[src/rtl/ata_pio_pkg.sv]
`timescale 1ns/1ps
package ata_pio_pkg;
  localparam int FIELD_W = 4;
  localparam int TBYTE_W = 2 * FIELD_W;
  localparam int CFG_W   = 32;
  localparam int N_KINDS = 3;

  // dword indices (byte address >> 2)
  localparam logic [5:0] DW_SETUP = 6'h12;
  localparam logic [5:0] DW_T16   = 6'h13;
  localparam logic [5:0] DW_T8    = 6'h14;

  typedef enum logic [1:0] {PH_IDLE, PH_SETUP, PH_ACTIVE, PH_RECOV} pio_phase_e;
  typedef enum logic [1:0] {KIND_RD16 = 2'd0, KIND_WR16 = 2'd1, KIND_BYTE = 2'd2} xfer_kind_e;

  typedef struct packed {
    logic [FIELD_W-1:0] act;
    logic [FIELD_W-1:0] rec;
  } tbyte_t;
endpackage

[src/rtl/pio_rst_sync.sv]
`timescale 1ns/1ps
module pio_rst_sync #(
  parameter int STAGES = 2
) (
  input  logic clk,
  input  logic rst_n,
  output logic rst_sync_n
);
  logic [STAGES-1:0] sync_q;

  always_ff @(posedge clk or negedge rst_n) begin
    if (!rst_n) sync_q <= '0;
    else        sync_q <= {sync_q[STAGES-2:0], 1'b1};
  end

  assign rst_sync_n = sync_q[STAGES-1];
endmodule

[src/rtl/pio_timing_regs.sv]
`timescale 1ns/1ps
module pio_timing_regs
  import ata_pio_pkg::*;
(
  input  logic                clk,
  input  logic                rst_n,
  input  logic                cfg_we,
  input  logic [7:0]          cfg_addr,
  input  logic [3:0]          cfg_be,
  input  logic [CFG_W-1:0]    cfg_wdata,
  output logic [CFG_W-1:0]    cfg_rdata,
  input  logic                sel_drive,
  input  xfer_kind_e          sel_kind,
  output logic [FIELD_W-1:0]  sel_setup,
  output tbyte_t              sel_tbyte
);
  localparam int N_DRV = 2;

  logic [N_DRV-1:0][FIELD_W-1:0]      setup_q, setup_d;
  tbyte_t [N_DRV-1:0][N_KINDS-1:0]    tim_q, tim_d;
  logic hit_setup, hit_t16, hit_t8, wr_en;

  assign hit_setup = cfg_we && (cfg_addr[7:2] == DW_SETUP);
  assign hit_t16   = cfg_we && (cfg_addr[7:2] == DW_T16);
  assign hit_t8    = cfg_we && (cfg_addr[7:2] == DW_T8);
  assign wr_en     = hit_setup || hit_t16 || hit_t8;

  always_comb begin
    setup_d = setup_q;
    tim_d   = tim_q;
    if (hit_setup && cfg_be[0]) setup_d = cfg_wdata[2*FIELD_W-1:0];
    for (int d = 0; d < N_DRV; d++) begin
      if (hit_t16 && cfg_be[2*d])   tim_d[d][int'(KIND_RD16)] = cfg_wdata[16*d +: TBYTE_W];
      if (hit_t16 && cfg_be[2*d+1]) tim_d[d][int'(KIND_WR16)] = cfg_wdata[16*d+8 +: TBYTE_W];
      if (hit_t8  && cfg_be[d])     tim_d[d][int'(KIND_BYTE)] = cfg_wdata[8*d +: TBYTE_W];
    end
  end

  always_ff @(posedge clk or negedge rst_n) begin
    if (!rst_n) begin
      setup_q <= '1;
      tim_q   <= '1;
    end else if (wr_en) begin
      setup_q <= setup_d;
      tim_q   <= tim_d;
    end
  end

  always_comb begin
    case (cfg_addr[7:2])
      DW_SETUP: cfg_rdata = {{(CFG_W-2*FIELD_W){1'b0}}, setup_q};
      DW_T16:   cfg_rdata = {tim_q[1][int'(KIND_WR16)], tim_q[1][int'(KIND_RD16)],
                             tim_q[0][int'(KIND_WR16)], tim_q[0][int'(KIND_RD16)]};
      DW_T8:    cfg_rdata = {16'h0, tim_q[1][int'(KIND_BYTE)], tim_q[0][int'(KIND_BYTE)]};
      default:  cfg_rdata = '0;
    endcase
  end

  assign sel_setup = setup_q[sel_drive];

  always_comb begin
    case (sel_kind)
      KIND_RD16: sel_tbyte = tim_q[sel_drive][int'(KIND_RD16)];
      KIND_WR16: sel_tbyte = tim_q[sel_drive][int'(KIND_WR16)];
      default:   sel_tbyte = tim_q[sel_drive][int'(KIND_BYTE)];
    endcase
  end

  // setup nibbles move only on an enabled write to byte 0 of the setup dword
  p_setup_hold_r3: assert property (@(posedge clk) disable iff (!rst_n)
    !(cfg_we && cfg_addr[7:2] == DW_SETUP && cfg_be[0]) |=> $stable(setup_q));
endmodule

[src/rtl/pio_access_seq.sv]
`timescale 1ns/1ps
module pio_access_seq
  import ata_pio_pkg::*;
#(
  parameter int DATA_W = 16,
  parameter int ADDR_W = 3
) (
  input  logic               clk,
  input  logic               rst_n,
  input  logic               req,
  input  logic               req_write,
  input  logic               req_wide,
  input  logic [ADDR_W:0]    req_addr,
  input  logic [DATA_W-1:0]  req_wdata,
  input  logic [FIELD_W-1:0] cfg_setup,
  input  tbyte_t             cfg_tbyte,
  output logic               ack,
  output logic [DATA_W-1:0]  rd_data,
  output logic               ata_cs0_n,
  output logic               ata_cs1_n,
  output logic [ADDR_W-1:0]  ata_da,
  output logic               ata_dior_n,
  output logic               ata_diow_n,
  output logic [DATA_W-1:0]  ata_dd_out,
  output logic               ata_dd_oe,
  input  logic [DATA_W-1:0]  ata_dd_in
);
  localparam int NARROW_W = 8;
  localparam int PAD_W    = DATA_W - NARROW_W;

  pio_phase_e         phase_q, phase_d;
  logic [FIELD_W-1:0] cnt_q, cnt_d, act_q, rec_q;
  logic               write_q, wide_q, ack_q, ack_d;
  logic [ADDR_W:0]    addr_q;
  logic [DATA_W-1:0]  wdata_q, rdata_q, rdata_d, wdata_fmt;
  logic               start, capture, cnt_zero, addr_phase;

  assign cnt_zero  = (cnt_q == '0);
  assign start     = req && ((phase_q == PH_IDLE) || (phase_q == PH_RECOV && cnt_zero));
  assign capture   = (phase_q == PH_ACTIVE) && cnt_zero && !write_q;
  assign wdata_fmt = req_wide ? req_wdata : {{PAD_W{1'b0}}, req_wdata[NARROW_W-1:0]};
  assign rdata_d   = wide_q ? ata_dd_in : {{PAD_W{1'b0}}, ata_dd_in[NARROW_W-1:0]};

  always_comb begin
    phase_d = phase_q;
    cnt_d   = cnt_q;
    ack_d   = 1'b0;
    case (phase_q)
      PH_SETUP: begin
        if (cnt_zero) begin phase_d = PH_ACTIVE; cnt_d = act_q; end
        else          cnt_d = cnt_q - 1'b1;
      end
      PH_ACTIVE: begin
        if (cnt_zero) begin phase_d = PH_RECOV; cnt_d = rec_q; ack_d = 1'b1; end
        else          cnt_d = cnt_q - 1'b1;
      end
      PH_RECOV: begin
        if (cnt_zero) phase_d = PH_IDLE;
        else          cnt_d = cnt_q - 1'b1;
      end
      default: ;
    endcase
    if (start) begin
      phase_d = PH_SETUP;
      cnt_d   = cfg_setup;
    end
  end

  always_ff @(posedge clk or negedge rst_n) begin
    if (!rst_n) begin
      phase_q <= PH_IDLE;
      cnt_q   <= '0;
      ack_q   <= 1'b0;
    end else begin
      phase_q <= phase_d;
      cnt_q   <= cnt_d;
      ack_q   <= ack_d;
    end
  end

  always_ff @(posedge clk or negedge rst_n) begin
    if (!rst_n) begin
      act_q   <= '1;
      rec_q   <= '1;
      write_q <= 1'b0;
      wide_q  <= 1'b0;
      addr_q  <= '0;
      wdata_q <= '0;
    end else if (start) begin
      act_q   <= cfg_tbyte.act;
      rec_q   <= cfg_tbyte.rec;
      write_q <= req_write;
      wide_q  <= req_wide;
      addr_q  <= req_addr;
      wdata_q <= wdata_fmt;
    end
  end

  always_ff @(posedge clk or negedge rst_n) begin
    if (!rst_n)       rdata_q <= '0;
    else if (capture) rdata_q <= rdata_d;
  end

  assign addr_phase = (phase_q == PH_SETUP) || (phase_q == PH_ACTIVE);
  assign ata_cs0_n  = !(addr_phase && !addr_q[ADDR_W]);
  assign ata_cs1_n  = !(addr_phase &&  addr_q[ADDR_W]);
  assign ata_da     = addr_phase ? addr_q[ADDR_W-1:0] : '0;
  assign ata_dior_n = !((phase_q == PH_ACTIVE) && !write_q);
  assign ata_diow_n = !((phase_q == PH_ACTIVE) &&  write_q);
  assign ata_dd_oe  = addr_phase && write_q;
  assign ata_dd_out = wdata_q;
  assign ack        = ack_q;
  assign rd_data    = rdata_q;

  // strobes mutually exclusive
  p_strobe_excl_r10: assert property (@(posedge clk) disable iff (!rst_n)
    !(!ata_dior_n && !ata_diow_n));
  // a strobe is only ever low under exactly one chip select
  p_strobe_cs_r5: assert property (@(posedge clk) disable iff (!rst_n)
    (!ata_dior_n || !ata_diow_n) |-> (ata_cs0_n != ata_cs1_n));
  // a strobe falls only after a cycle with chip select already asserted
  p_setup_first_r4: assert property (@(posedge clk) disable iff (!rst_n)
    $fell(ata_dior_n && ata_diow_n) |-> $past(!ata_cs0_n || !ata_cs1_n));
  // ack is a single clock and follows an active strobe
  p_ack_pulse_r7: assert property (@(posedge clk) disable iff (!rst_n)
    ack |=> !ack);
  p_ack_after_strobe_r7: assert property (@(posedge clk) disable iff (!rst_n)
    ack |-> $past(!ata_dior_n || !ata_diow_n));
  // bus never driven while reading
  p_oe_write_r8: assert property (@(posedge clk) disable iff (!rst_n)
    ata_dd_oe |-> ata_dior_n);
endmodule

[src/rtl/ata_pio_timer.sv]
`timescale 1ns/1ps
module ata_pio_timer
  import ata_pio_pkg::*;
#(
  parameter int DATA_W = 16,
  parameter int ADDR_W = 3
) (
  input  logic              clk,
  input  logic              rst_n,
  input  logic              cfg_we,
  input  logic [7:0]        cfg_addr,
  input  logic [3:0]        cfg_be,
  input  logic [31:0]       cfg_wdata,
  output logic [31:0]       cfg_rdata,
  input  logic              req,
  input  logic              req_drive,
  input  logic              req_write,
  input  logic              req_wide,
  input  logic [ADDR_W:0]   req_addr,
  input  logic [DATA_W-1:0] req_wdata,
  output logic              ack,
  output logic [DATA_W-1:0] rd_data,
  output logic              ata_cs0_n,
  output logic              ata_cs1_n,
  output logic [ADDR_W-1:0] ata_da,
  output logic              ata_dior_n,
  output logic              ata_diow_n,
  output logic [DATA_W-1:0] ata_dd_out,
  output logic              ata_dd_oe,
  input  logic [DATA_W-1:0] ata_dd_in
);
  logic               rst_int_n;
  xfer_kind_e         kind;
  logic [FIELD_W-1:0] sel_setup;
  tbyte_t             sel_tbyte;

  assign kind = !req_wide ? KIND_BYTE : (req_write ? KIND_WR16 : KIND_RD16);

  pio_rst_sync #(.STAGES(2)) u_rst (
    .clk(clk), .rst_n(rst_n), .rst_sync_n(rst_int_n)
  );

  pio_timing_regs u_regs (
    .clk(clk), .rst_n(rst_int_n),
    .cfg_we(cfg_we), .cfg_addr(cfg_addr), .cfg_be(cfg_be),
    .cfg_wdata(cfg_wdata), .cfg_rdata(cfg_rdata),
    .sel_drive(req_drive), .sel_kind(kind),
    .sel_setup(sel_setup), .sel_tbyte(sel_tbyte)
  );

  pio_access_seq #(.DATA_W(DATA_W), .ADDR_W(ADDR_W)) u_seq (
    .clk(clk), .rst_n(rst_int_n),
    .req(req), .req_write(req_write), .req_wide(req_wide),
    .req_addr(req_addr), .req_wdata(req_wdata),
    .cfg_setup(sel_setup), .cfg_tbyte(sel_tbyte),
    .ack(ack), .rd_data(rd_data),
    .ata_cs0_n(ata_cs0_n), .ata_cs1_n(ata_cs1_n), .ata_da(ata_da),
    .ata_dior_n(ata_dior_n), .ata_diow_n(ata_diow_n),
    .ata_dd_out(ata_dd_out), .ata_dd_oe(ata_dd_oe), .ata_dd_in(ata_dd_in)
  );
endmodule

[config.mk]
export PLATFORM = sky130hd
export DESIGN_NAME = ata_pio_timer
export DESIGN_NICKNAME = d
export VERILOG_FILES = /design/src/rtl/ata_pio_pkg.sv /design/src/rtl/pio_rst_sync.sv /design/src/rtl/pio_timing_regs.sv /design/src/rtl/pio_access_seq.sv /design/src/rtl/ata_pio_timer.sv
export SDC_FILE = /design/constraint.sdc
export NUM_CORES = 1
export LEC_CHECK = 0
export BUFFER_PORTS_ARGS = -buffer_cell sky130_fd_sc_hd__buf_2
export CAP_MARGIN = 25
export CORE_ASPECT_RATIO = 0.8
export CORE_MARGIN = 2
export CORE_UTILIZATION = 35
export CTS_BUF_LIST = sky130_fd_sc_hd__clkbuf_16
export CTS_CLUSTER_DIAMETER = 30
export DETAILED_ROUTE_END_ITERATION = 10
export PLACE_DENSITY = 0.69
export SETUP_SLACK_MARGIN = 0.1
export SLEW_MARGIN = 10
export SYNTH_ARGS = -nofsm -noshare
export SYNTH_HDL_FRONTEND = slang
export SYNTH_HIERARCHICAL = 1
export SYNTH_SLANG_ARGS = --single-unit
[constraint.sdc]
create_clock -name clk -period 8.55 [get_ports clk]
set_input_delay 2.565 -clock clk [delete_from_list [all_inputs] [get_ports clk]]
set_output_delay 2.565 -clock clk [all_outputs]
set_load 0.02 [all_outputs]
==> summary.md <==
| Metric | Value |
|---|---|
| Count of max-cap constraint violations | `0` |
| Netlist cell types | `50` |
| Clock insertion delay at the later pin of the skew report | `0.35 ns` |
| Maximum ir drop on the vdd rail | `0.0001206 V` |
| P_int | `1.134 mW` |
| Top cell type's share of synthesized area | `30.26%` |
| Comb power frac | `35.9%` |
| Total Die Area | `0.01691 mm2` |
| Y dimension of the die | `116.7 um` |
| Measured slew at the worst slew-check pin | `0.9889 ns` |
| Via total after detailed routing | `4,163` |
| Gate count of the mapped netlist | `468` |
| Via density per instance | `4.998` |
| Register clock-pin slew on the reported worst setup and hold paths | `0.07 ns` |
| Leading cell types in the layout, fill and taps excluded | `157 x sky130_fd_sc_hd__buf_2, 104 x sky130_fd_sc_hd__nand2_1, 77 x sky130_fd_sc_hd__mux2_2` |
| Power share of the sequential group | `43.2%` |
| Fin. max-slew vios | `0` |
| Required arrival time at the worst endpoint | `5.99 ns` |
| Number of antenna diodes | `0` |
| Part of the total power dissipated in the clock network | `20.9%` |
| Yosys reg bits | `111` |
| Overall power | `1.796 mW` |
| Maximum fanout encountered on the critical timing path | `37` |
| Clock tree from TritonCTS | `built` |
| Number of post-CTS setup repair buffers | `0` |
| Vias in the first global route | `4,109` |
| Synth area leaders | `sky130_fd_sc_hd__dfstp_2 30%, sky130_fd_sc_hd__dfrtp_1 21%, sky130_fd_sc_hd__mux2_2 16%` |
| Peak clock frequency supported by timing | `144.9 MHz` |
| Largest net degree at the start of global routing | `89` |
| Effective utilization at floorplan | `35.52%` |
| Standard-cell row count | `41` |
| Violation count after the first detailed-route iteration | `231` |
| Worst min-delay path category | `reg2async` |
| Arrival time worst endpoint | `4.34 ns` |
| Post-route minimum period | `6.903 ns` |
| Sequential share of the synthesized area | `51.42%` |
| Area inside the core boundary | `0.01565 mm2` |
| Final Hold Viols | `0` |
| Post-route antenna net violation count | `0` |
| Most instantiated flip-flop cell in the synthesis netlist | `sky130_fd_sc_hd__dfstp_2` |
| Classification of the worst setup path | `in2out` |
| Placer congestion estimate | `0.8262` |
| Number of hold-repair buffers added at the cts stage | `0` |
| # setup viols final | `0` |
| Clock net sink count | `111` |
| CTS Buf Count | `9` |
| Net total in the final layout | `706` |
| Reg2Reg Setup Slack | `6.26 ns` |
| Port bufs | `157` |
| Worst Skew | `0.008058 ns` |
| Syn Area/Cell | `11.88 um2` |
| Wire length of the first global-routing pass | `21,550 um` |
| Library cell used as clock root buffer | `sky130_fd_sc_hd__clkbuf_16` |
| H-tree lvl count | `3` |
| Total power divided by cell area | `263.8 mW/mm2` |
| Number of nets in the synthesized netlist | `560` |
| Fraction of synthesis flops using an asynchronous set or reset pin | `100.0%` |
| Overall routing resource usage | `16.79%` |
| Fraction of power spent switching nets | `36.87%` |
| CP startpoint kind | `primary input` |
| Portion of the clock cycle consumed by the worst path in the final layout | `80.74%` |
| Reported net switching power | `0.6622 mW` |
| Pleak | `3.296 nW` |
| Setup repair after global routing missed its margin | `false` |
| Cts repair resizes | `0` |
| Initial antenna violation count | `0` |
| Total iterations of the first detailed-routing run | `5` |
| Number of enable flip-flop cells after synthesis | `0` |
| Status | `completed` |
| Total negative slack for setup checks | `0 ns` |
| Smallest setup slack after layout | `1.647 ns` |
| Most common cell after layout, fill and taps aside | `sky130_fd_sc_hd__buf_2` |
| I/O pin cnt | `160` |
| Maximum clock insertion buffer count | `2` |
| Die W | `144.9 um` |
| Share of final-layout standard cells stronger than drive strength 1 | `55.50%` |
| Leftover overflow at the end of global routing | `0` |
| Max_slew headroom | `33.58%` |
| Syn. warnings | `6` |
| Nature of the critical path endpoint | `output pin` |
| Largest area contributor in the synthesized netlist | `sky130_fd_sc_hd__dfstp_2` |
| Count of fill cells added during filler insertion | `1,469` |
| Final HPWL DP | `10,210 um` |
| Area Overhead vs Synth | `22.51%` |
| Drt total wl | `13,980 um` |
| DRC | `0` |
| Routed length per placed instance | `16.79 um` |
| Worst slack at placement | `1.686 ns` |
| Area of the mapped netlist | `0.005558 mm2` |
| Final standard cell utilization of the core | `43.52%` |
kinds of logic (layout without fill, tap and decap cells):
logic type	Yosys count	in the layout	share of synthesized area, %
other	1	1	0.06747
adder cells (fa/ha/maj)	5	5	1.126
multiplexers	100	100	21.97
AO/OA/AOI/OAI	45	45	6.349
AND/OR/NAND/NOR	173	173	16.32
buffers and inverters	33	183	2.747
flip-flops	111	111	51.42
worst paths after layout:
path | start | cells after the start | endpoint
min in group clk | u_rst/sync_q[0]$_DFF_PN0_ | 0 | u_rst/sync_q[1]$_DFF_PN0_
max | cfg_addr[2] | 4 | cfg_rdata[0]
max in group asynchronous | rst_n | 1 | u_rst/sync_q[1]$_DFF_PN0_
min | u_rst/sync_q[1]$_DFF_PN0_ | 0 | u_seq/ata_dd_out[0]$_DFFE_PN0P_
min reg2reg | u_rst/sync_q[1]$_DFF_PN0_ | 0 | u_seq/ata_dd_out[0]$_DFFE_PN0P_
max reg2reg | u_seq/cnt_q[0]$_DFFE_PN0P_ | 5 | u_seq/rd_data[4]$_DFFE_PN0P_
cells in the mapped netlist (all sizes together) (2+ instances only):
library cell	count
o22a	2
and3	16
buf	15
a2111oi	2
nand2	104
o2bb2ai	9
and2	7
o22ai	2
nor2	4
nor2b	2
a22oi	2
dfrtp	47
nor3	9
a22o	2
dfstp	64
a32o	8
nand3	10
nand4b	3
mux2	84
mux4	8
nand2b	7
clkbuf	11
o21ai	13
or3	2
ha	5
nand3b	2
nor4	2
inv	7
a31oi	2
mux2i	8
critical path, cell delays in order:
cell and delay, ns:
sky130_fd_sc_hd__buf_2 0.33, sky130_fd_sc_hd__nor4_4 0.96, sky130_fd_sc_hd__o2bb2ai_1 0.24, sky130_fd_sc_hd__buf_2 0.21
power by group through the flow:
stage	clock, mW	combinational [mW]	sequential [mW]
floorplan	0	0.370	0.847
global route	0.413	0.711	0.794
detailed placement	0	0.646	0.780
finish	0.375	0.645	0.775
CTS	0.391	0.649	0.774
global placement	0	0.627	0.771
registers in the layout (all words and copies together), names as in the netlist:
signal,cells
u_seq/ata_dd_out,16
u_rst/sync_q,2
u_seq/wide_q,1
u_regs/setup_q,8
u_seq/act_q,4
u_regs/tim_q,48
u_seq/phase_q,2
u_seq/rec_q,4
u_seq/ack,1
u_seq/write_q,1
u_seq/addr_q,4
u_seq/cnt_q,4
u_seq/rd_data,16
metrics by stage:
| stage | area, um2 | cells | hold slack [ns] |
|---|---|---|---|
| 6_report | 6809 | 833 | 0.2105 |
| 3_5_place_dp | 6526 | 817 | 0.2181 |
| 5_1_grt | 6809 | 833 | 0.2434 |
| 3_3_place_gp | 6526 | 817 | 0.2136 |
| 2_1_floorplan | 5558 | 468 | 0.3312 |
| 4_1_cts | 6782 | 832 | 0.2247 |
per-layer routing:
metal	up-vias	routed length (um)	GRT usage [%]	part of all wire, %
met1	2072	6004	21.54	43
met5	-	0	0	0
met2	131	6980	27.96	50
met4	0	133	4.013	0.95
li1	1949	-	-	-
met3	11	863	5.207	6.2
cell type report:
type                            instances  area [um2]  share of cell area [%]
Clock buffer                            9       225.2                   3.308
Inverter                                7       26.28                  0.3859
Multi-Input combinational cell        324        2561                   37.61
Tap cell                              215       269.0                   3.951
Sequential cell                       111        2861                   42.02
Timing Repair Buffer                  161       835.8                   12.27
Clock inverter                          6       30.03                  0.4410
Note: power is estimated with default switching activity, not from simulation.
